### src/rtl/ptbl_pkg.sv
package ptbl_pkg;
  localparam int LO_W  = 16;
  localparam int HI_W  = 8;
  localparam int PW_W  = LO_W + HI_W;
  localparam int LANES = PW_W / 8;

  typedef struct packed {
    logic hi;
    logic bmode;
    logic bsel;
  } ptbl_sel_t;
endpackage

### src/rtl/ptbl_rst_sync.sv
module ptbl_rst_sync #(
  parameter int STAGES = 2
) (
  input  logic clk,
  input  logic rst_n,
  output logic srst_n
);
  logic [STAGES-1:0] sync_q;

  always_ff @(posedge clk or negedge rst_n) begin
    if (!rst_n) sync_q <= '0;
    else        sync_q <= {sync_q[STAGES-2:0], 1'b1};
  end

  assign srst_n = sync_q[STAGES-1];
endmodule

### src/rtl/ptbl_addr_gen.sv
module ptbl_addr_gen #(
  parameter int PAGE_W = 8,
  parameter int EA_W   = 16
) (
  input  logic [PAGE_W-1:0]      page,
  input  logic [EA_W-1:0]        ea,
  output logic [PAGE_W+EA_W-1:0] word_addr,
  output logic                   bsel,
  output logic                   cfg_space
);
  localparam int CFG_BIT = PAGE_W - 1;

  always_comb begin
    word_addr = {page, ea[EA_W-1:1], 1'b0};
    bsel      = ea[0];
    cfg_space = page[CFG_BIT];
  end
endmodule

### src/rtl/ptbl_rd_fmt.sv
module ptbl_rd_fmt
  import ptbl_pkg::*;
(
  input  ptbl_sel_t         sel,
  input  logic [PW_W-1:0]   word,
  output logic [LO_W-1:0]   data
);
  always_comb begin
    data = '0;
    unique case ({sel.hi, sel.bmode})
      2'b00: data = word[LO_W-1:0];
      2'b01: data[7:0] = sel.bsel ? word[15:8] : word[7:0];
      2'b10: data[HI_W-1:0] = word[PW_W-1:LO_W];
      2'b11: data[HI_W-1:0] = sel.bsel ? '0 : word[PW_W-1:LO_W];
      default: data = '0;
    endcase
  end
endmodule

### src/rtl/ptbl_wr_lane.sv
module ptbl_wr_lane
  import ptbl_pkg::*;
(
  input  ptbl_sel_t          sel,
  input  logic [LO_W-1:0]    wdata,
  output logic [PW_W-1:0]    lane_data,
  output logic [LANES-1:0]   lane_be
);
  always_comb begin
    lane_data = '0;
    lane_be   = '0;
    unique case ({sel.hi, sel.bmode})
      2'b00: begin
        lane_data[LO_W-1:0] = wdata;
        lane_be             = 3'b011;
      end
      2'b01: begin
        if (sel.bsel) begin
          lane_data[15:8] = wdata[7:0];
          lane_be         = 3'b010;
        end else begin
          lane_data[7:0]  = wdata[7:0];
          lane_be         = 3'b001;
        end
      end
      2'b10: begin
        lane_data[PW_W-1:LO_W] = wdata[HI_W-1:0];
        lane_be                = 3'b100;
      end
      2'b11: begin
        if (!sel.bsel) begin
          lane_data[PW_W-1:LO_W] = wdata[HI_W-1:0];
          lane_be                = 3'b100;
        end
      end
      default: begin
        lane_data = '0;
        lane_be   = '0;
      end
    endcase
  end
endmodule

### src/rtl/ptbl_access.sv
module ptbl_access
  import ptbl_pkg::*;
#(
  parameter int PAGE_W = 8,
  parameter int EA_W   = 16
) (
  input  logic                   clk,
  input  logic                   rst_n,
  input  logic                   req_valid,
  input  logic                   req_hi,
  input  logic                   req_wr,
  input  logic                   req_byte,
  input  logic [EA_W-1:0]        req_ea,
  input  logic [PAGE_W-1:0]      req_page,
  input  logic [15:0]            req_wdata,
  output logic                   mem_rd_en,
  output logic [PAGE_W+EA_W-1:0] mem_rd_addr,
  input  logic [23:0]            mem_rd_data,
  output logic                   wr_en,
  output logic [PAGE_W+EA_W-1:0] wr_addr,
  output logic [23:0]            wr_data,
  output logic [2:0]             wr_be,
  output logic                   rsp_valid,
  output logic [15:0]            rsp_data,
  output logic                   rsp_err
);
  localparam int AW = PAGE_W + EA_W;

  logic            srst_n;
  logic [AW-1:0]   word_addr;
  logic            bsel;
  logic            cfg_space;
  ptbl_sel_t       req_sel;
  logic [PW_W-1:0] lane_data;
  logic [LANES-1:0] lane_be;
  logic [LO_W-1:0] fmt_data;

  // pipeline state
  logic            rd_p1_q, rd_p1_d;
  ptbl_sel_t       sel_p1_q;
  logic            rsp_valid_q, rsp_valid_d;
  logic [LO_W-1:0] rsp_data_q;
  logic            wr_en_q, wr_go;
  logic [AW-1:0]   wr_addr_q;
  logic [PW_W-1:0] wr_data_q;
  logic [LANES-1:0] wr_be_q;
  logic            err_q, wr_rej;

  ptbl_rst_sync #(.STAGES(2)) u_rst (
    .clk    (clk),
    .rst_n  (rst_n),
    .srst_n (srst_n)
  );

  ptbl_addr_gen #(.PAGE_W(PAGE_W), .EA_W(EA_W)) u_addr (
    .page      (req_page),
    .ea        (req_ea),
    .word_addr (word_addr),
    .bsel      (bsel),
    .cfg_space (cfg_space)
  );

  ptbl_wr_lane u_wlane (
    .sel       (req_sel),
    .wdata     (req_wdata),
    .lane_data (lane_data),
    .lane_be   (lane_be)
  );

  ptbl_rd_fmt u_rfmt (
    .sel  (sel_p1_q),
    .word (mem_rd_data),
    .data (fmt_data)
  );

  // next-state logic
  always_comb begin
    req_sel.hi    = req_hi;
    req_sel.bmode = req_byte;
    req_sel.bsel  = bsel;
    rd_p1_d       = req_valid & ~req_wr;
    rsp_valid_d   = rd_p1_q;
    wr_rej        = req_valid & req_wr & cfg_space;
    wr_go         = req_valid & req_wr & ~cfg_space & (|lane_be);
  end

  assign mem_rd_en   = rd_p1_d;
  assign mem_rd_addr = word_addr;

  // control registers
  always_ff @(posedge clk or negedge srst_n) begin
    if (!srst_n) begin
      rd_p1_q     <= 1'b0;
      rsp_valid_q <= 1'b0;
      wr_en_q     <= 1'b0;
      err_q       <= 1'b0;
    end else begin
      rd_p1_q     <= rd_p1_d;
      rsp_valid_q <= rsp_valid_d;
      wr_en_q     <= wr_go;
      err_q       <= wr_rej;
    end
  end

  // data registers with explicit enables
  always_ff @(posedge clk or negedge srst_n) begin
    if (!srst_n) begin
      sel_p1_q   <= '0;
      rsp_data_q <= '0;
      wr_addr_q  <= '0;
      wr_data_q  <= '0;
      wr_be_q    <= '0;
    end else begin
      if (rd_p1_d) sel_p1_q   <= req_sel;
      if (rd_p1_q) rsp_data_q <= fmt_data;
      if (wr_go) begin
        wr_addr_q <= word_addr;
        wr_data_q <= lane_data;
        wr_be_q   <= lane_be;
      end
    end
  end

  assign wr_en     = wr_en_q;
  assign wr_addr   = wr_addr_q;
  assign wr_data   = wr_data_q;
  assign wr_be     = wr_be_q;
  assign rsp_valid = rsp_valid_q;
  assign rsp_data  = rsp_data_q;
  assign rsp_err   = err_q;
endmodule

### config.mk
export PLATFORM = sky130hd
export DESIGN_NAME = ptbl_access
export DESIGN_NICKNAME = d
export VERILOG_FILES = /design/src/rtl/ptbl_pkg.sv /design/src/rtl/ptbl_rst_sync.sv /design/src/rtl/ptbl_addr_gen.sv /design/src/rtl/ptbl_rd_fmt.sv /design/src/rtl/ptbl_wr_lane.sv /design/src/rtl/ptbl_access.sv
export SDC_FILE = /design/constraint.sdc
export NUM_CORES = 1
export LEC_CHECK = 0
export BUFFER_PORTS_ARGS = -buffer_cell sky130_fd_sc_hd__buf_4
export CORE_AREA = 4 4 117 119
export DETAILED_ROUTE_END_ITERATION = 8
export DIE_AREA = 0 0 121 123
export HOLD_SLACK_MARGIN = 0.12
export SYNTH_ARGS = -nofsm -noshare
export SYNTH_HDL_FRONTEND = slang
export SYNTH_HIERARCHICAL = 1
export SYNTH_SLANG_ARGS = --single-unit
### constraint.sdc
create_clock -name clk -period 2.8 [get_ports clk]
set_input_delay 0.14 -clock clk [delete_from_list [all_inputs] [get_ports clk]]
set_output_delay 0.14 -clock clk [all_outputs]
set_load 0.02 [all_outputs]
=== Word level (Yosys, flattened, before mapping) ===
Cells that the tools add are included.

* Muxes and demuxes: 11
* Bitwise gates (word level): 7
* Eq/ne operators: 6
* Reductions and logical operators: 3

{| class="wikitable"
|+ Operator list
! cell !! number
|-
| two-way mux 8 bit || 5
|-
| case mux 16 bit (2 select lines) || 1
|-
| case mux 8 bit (4 select lines) || 1
|-
| case mux 8 bit (2 select lines) || 1
|-
| case mux 3 bit (4 select lines) || 1
|-
| == test 2 bit (second input constant) || 4
|-
| AND 1 bit || 5
|-
| == test 2 x 1 -> 1 bit (second input constant) || 2
|-
| logical NOT 2 bit || 2
|-
| two-way mux 3 bit || 1
|-
| OR reduction 3 bit || 1
|-
| two-way mux 2 bit || 1
|-
| NOT 1 bit || 2
|}

* Register bits: 75

=== Logic depth before layout (Yosys ltp) ===
* Word-level depth: 4
* Gate-level depth with buffers: 8
* Gate-level depth less buffers: 4

=== Hierarchy ===
Netlist, hierarchy kept.

{| class="wikitable"
|+ Modules (own cells, without submodules)
! module !! times used !! area an instance (um^2) !! cells each
|-
| ptbl_access || 1 || 2972.9 || 158
|-
| ptbl_rd_fmt || 1 || 241.5 || 36
|-
| ptbl_wr_lane || 1 || 240.2 || 36
|-
| ptbl_addr_gen || 1 || 198.9 || 27
|-
| ptbl_rst_sync || 1 || 53.8 || 3
|}

=== Worst setup path before layout ===
No wires, ideal clock.

* Path kind: input to register
* Start: in req_ea[0]
* End: reg, netlist name wr_addr[0]
* Arrival time: 1.361 ns
* Data required time: 2.675 ns
* Setup slack: 1.314 ns
* Stages: 8
* Cells stage by stage: buf_4 and2_1 buf_6 nor2_1 o31a_1 buf_6 buf_12 mux2_4

{| class="wikitable"
|+ RTL lines
! item !! line !! source
|-
| start: declaration || ptbl_access.sv:13 || <nowiki>input logic [EA_W-1:0] req_ea,</nowiki>
|}

=== Worst setup path in the final report ===
* Start: in req_byte
* End: reg wr_addr_q[23] (netlist: wr_addr[23])

* Word-level cells in the longest chain between the ends: 4

{| class="wikitable"
|+ Ends and longest elaborated chain
! item !! line !! source
|-
| start: declaration || ptbl_access.sv:12 || <nowiki>input logic req_byte,</nowiki>
|-
| == test 2 bit (tied with other cells) || ptbl_wr_lane.sv:12 || <nowiki>unique case ({sel.hi, sel.bmode})</nowiki>
|-
| case mux 3 bit (4 select lines) (*) || ptbl_wr_lane.sv:12 ||
|-
| net lane_be[2] || ptbl_access.sv:35 || <nowiki>logic [LANES-1:0] lane_be;</nowiki>
|-
| OR reduction 3 bit (*) || ptbl_access.sv:84 || <nowiki>wr_go = req_valid & req_wr & ~cfg_space & (|lane_be);</nowiki>
|-
| AND 1 bit (*) || ptbl_access.sv:84 ||
|-
| end signal: assignment || ptbl_access.sv:117 || <nowiki>wr_addr_q <= word_addr;</nowiki>
|-
| end: declaration || ptbl_access.sv:44 || <nowiki>logic [AW-1:0] wr_addr_q;</nowiki>
|}

The timed path passes the listed nets; every way through them passes the cells marked *.
A chain may end at the register's enable or synchronous reset.

==> qor.yml <==
floorplanning:
  floorplan.die_area_sq_um: 14880
  coreArea_sq_um: 12570
  die-width_microns: 121
  floorplan.initialDensity: 0.2950
  number_of_rows_created_at_floorplan: 41
  fp.dieH_microns: 123
  number_of_placed_i_o_pins: 165
clocking:
  clock-root-buffer: "sky130_fd_sc_hd__clkbuf_16"
  cts_tree: "yes"
  cts_max_level: 3
  path_clk_slew_ns: 0.06
  cts_max_path_buffers: 2
  numClockSinks: 76
  cts-buffers-inserted: 9
  insertion_delay_ns: 0.34
  post_cts_resized: 0
finish:
  layout.cells.most_common: "sky130_fd_sc_hd__buf_4"
  antenna-diode-count: 0
  layout.cells.most_common_list: "163 x sky130_fd_sc_hd__buf_4, 75 x sky130_fd_sc_hd__dfrtp_1, 48 x sky130_fd_sc_hd__mux2_4, 30 x sky130_fd_sc_hd__dlygate4sd3_1, 21 x sky130_fd_sc_hd__mux2_2"
  layout.area.seq_sq_um: 1906
  design.final.nets: 497
  fillers: 1162
  post_route_cells_drive_above_1_share: 0.5856
  utilization: 0.4317
  area_growth_pct: 46.34
  multiInputGateArea_sq_um: 1448
place:
  detailed_place_hpwl_microns: 6687
  gp_congestion: 0.8567
  io_buffers: 163
setup_path:
  worst-endpoint-arrival_ns: 2.18
  worstSetupStartpointType: "input port"
  end_kind: "flop"
  regToRegSetupSlack_ns: 1.28
  critPathTopFamily: "buffers and inverters"
  path_cells: "dlygate4sd3_1 > buf_4 > and2_1 > nor2_1 > o31a_2 > buf_12 > mux2_2"
  max_stage_delay_ns: 0.54
  cp.required_ns: 3.02
  critPathMaxFanout: 52
  worst-r2r-cell-count: 3
  critical_path.n_buffers_inverters: 3
  critical-path-slowest-cell: "sky130_fd_sc_hd__dlygate4sd3_1"
  r2r_start: "sel_p1_q[2]$_DFFE_PN0P_"
  critical_path.reg2reg.endpoint: "rsp_data[10]$_DFFE_PN0P_"
  worst-setup-path-type: "in -> reg"
detailed_routing:
  drc: 0
  route.detailed.vias_per_inst: 4.439
  detail_route.wirelength_microns: 9626
  drt_first_pass_iters: 4
  wl_per_cell_microns: 15.94
  route.vias.total: 2681
  detail-route-antenna-nets: 0
  drt_iter0_drc: 131
global_routing:
  initial_antenna_violation_count: 0
  busiest_layer: "met2"
  grtUsageMet3: 0.03888
  grt_util_met1: 0.1591
  maximum_number_of_pins_on_one_net_before_global_route_repair: 75
  grt_pass1_vias: 2885
  grt_pass1_wl_microns: 14860
  grt.total_usage: 0.1284
  use_met2: 0.2056
  grt_overflow: 0
worst_hold_path:
  worstHoldEndpoint: "wr_data[9]$_DFFE_PN0P_"
  min_path_cells: 3
  worstHoldPathType: "in -> reg"
  min_from: "req_wdata[9]"
timing:
  timing.slew.headroom: 0.3625
  tightestPinTransition_ns: 0.9563
  finalHoldViolations: 0
  post-route-period-util: 0.7000
  timing.setup.tns_ns: 0
  rsz0062_at_grt: "no"
  maxSlewViolCount: 0
  setup_viol_count_final: 0
  period_minus_slack_ns: 1.960
  final.setup_skew_ns: 0.007710
  fmax_ghz: 0.5102
yosys:
  synthesis.instances: 260
  post_synth_instance_area_sq_um: 3707
  synthesis.nets: 330
  synth-seq-area-share: 0.5130
  yosysUniqueCellTypes: 26
  yosys_warnings: 6
  synth-seq-cells: 76
  synth.avg_cell_area_sq_um: 14.26
flow_run:
  timing.max_cap.violations: 0
power:
  powerDensity_nw_per_um2: 694.1
  max-vdd-ir-drop_uv: 257.2
  power.leakage_nw: 2.716
outcome:
  outcome: "finished, final reports clean"
## worst reg2reg max path, stage by stage, from the launching register on
cell	delay (ns)
sky130_fd_sc_hd__dfrtp_1	0.66
sky130_fd_sc_hd__nor2_1	0.26
sky130_fd_sc_hd__and2_1	0.23
sky130_fd_sc_hd__mux2_2	0.25
## state kept, by name, indices dropped and copies added (netlist names)
name	cells
rsp_valid	1
sel_p1_q	3
wr_en	1
rd_p1_q	1
u_rst/sync_q	2
wr_data	24
wr_addr	24
rsp_err	1
rsp_data	16
wr_be	3
## metrics by stage
stage	setup slack, ns	cell area (sq um)	power (mW)	hold WS (ns)	std cells
2_1_floorplan	0.5267	3707	2.114	-0.1556	260
3_3_place_gp	1.105	4823	2.583	-0.07620	558
4_1_cts	0.8705	5425	3.822	0.1324	604
5_1_grt	0.7803	5425	3.949	0.1416	604
3_5_place_dp	1.066	4823	2.596	-0.07637	558
6_report	0.8399	5425	3.766	0.1550	604
## cells in the mapped netlist, drive strengths merged
master  instances  share of area
a21oi           3         0.0051
a32o            7          0.019
and2           17          0.029
and3            9          0.015
and3b           1         0.0024
buf            37          0.093
clkbuf          1         0.0010
conb            2         0.0020
dfrtp          76           0.51
inv             3         0.0030
mux2           69           0.26
mux2i           8          0.022
nand2           3         0.0051
nand2b          1         0.0017
nand3           9          0.012
nor2            3         0.0030
nor2b           1         0.0017
o21ai           9          0.012
o31a            1         0.0024
## per-layer routing
layer | vias up | wire length, microns
met3 | 17 | 730
li1 | 1219 | -
met1 | 1329 | 3897
met5 | - | 0
met2 | 116 | 4727
met4 | 0 | 271
## area by class of cell
cell class | instances | area share
clock inverters | 7 | 0.01407
clock buffers | 9 | 0.04151
inverters | 3 | 0.002076
well taps | 172 | 0.03967
flip-flops and latches | 76 | 0.3512
repair buffers | 194 | 0.2846
multi-input cells | 143 | 0.2668
## repair_timing
item                      in CTS  in global routing
setup buffers                  0                  0
hold endpoints to repair      29                  0
hold buffers                  30                  0
## kinds of logic (layout without fill, tap and decap cells)
kind of cell	after synthesis	in the layout	share of synthesized area
DFF	76	76	0.5130
AOI/OAI and AO/OA	20	20	0.03848
and+or+nand+nor	44	44	0.06986
buffers and inverters	41	213	0.09686
muxes	77	77	0.2798
other	2	2	0.002026
## worst max path at each step
stage / depth (start not counted) / end / start / slack [ns]
after global placement: 5 / wr_addr[23]$_DFFE_PN0P_ / req_hi / 1.11
final: 7 / wr_addr[23]$_DFFE_PN0P_ / req_byte / 0.84
after CTS: 6 / wr_addr[23]$_DFFE_PN0P_ / req_ea[0] / 0.87
after global routing: 7 / wr_addr[23]$_DFFE_PN0P_ / req_byte / 0.78
after detailed placement: 5 / wr_addr[23]$_DFFE_PN0P_ / req_hi / 1.07
after floorplan: 0 / rd_p1_q$_DFF_PN0_ / u_rst/sync_q[1]$_DFF_PN0_ / 0.53
## where the power goes
group / switching (mW) / internal, mW
sequential: 0.157 / 1.30
clock: 0.472 / 0.694
combinational: 0.521 / 0.619
total: 1.15 / 2.62
Power figures use the tool's default switching activity.
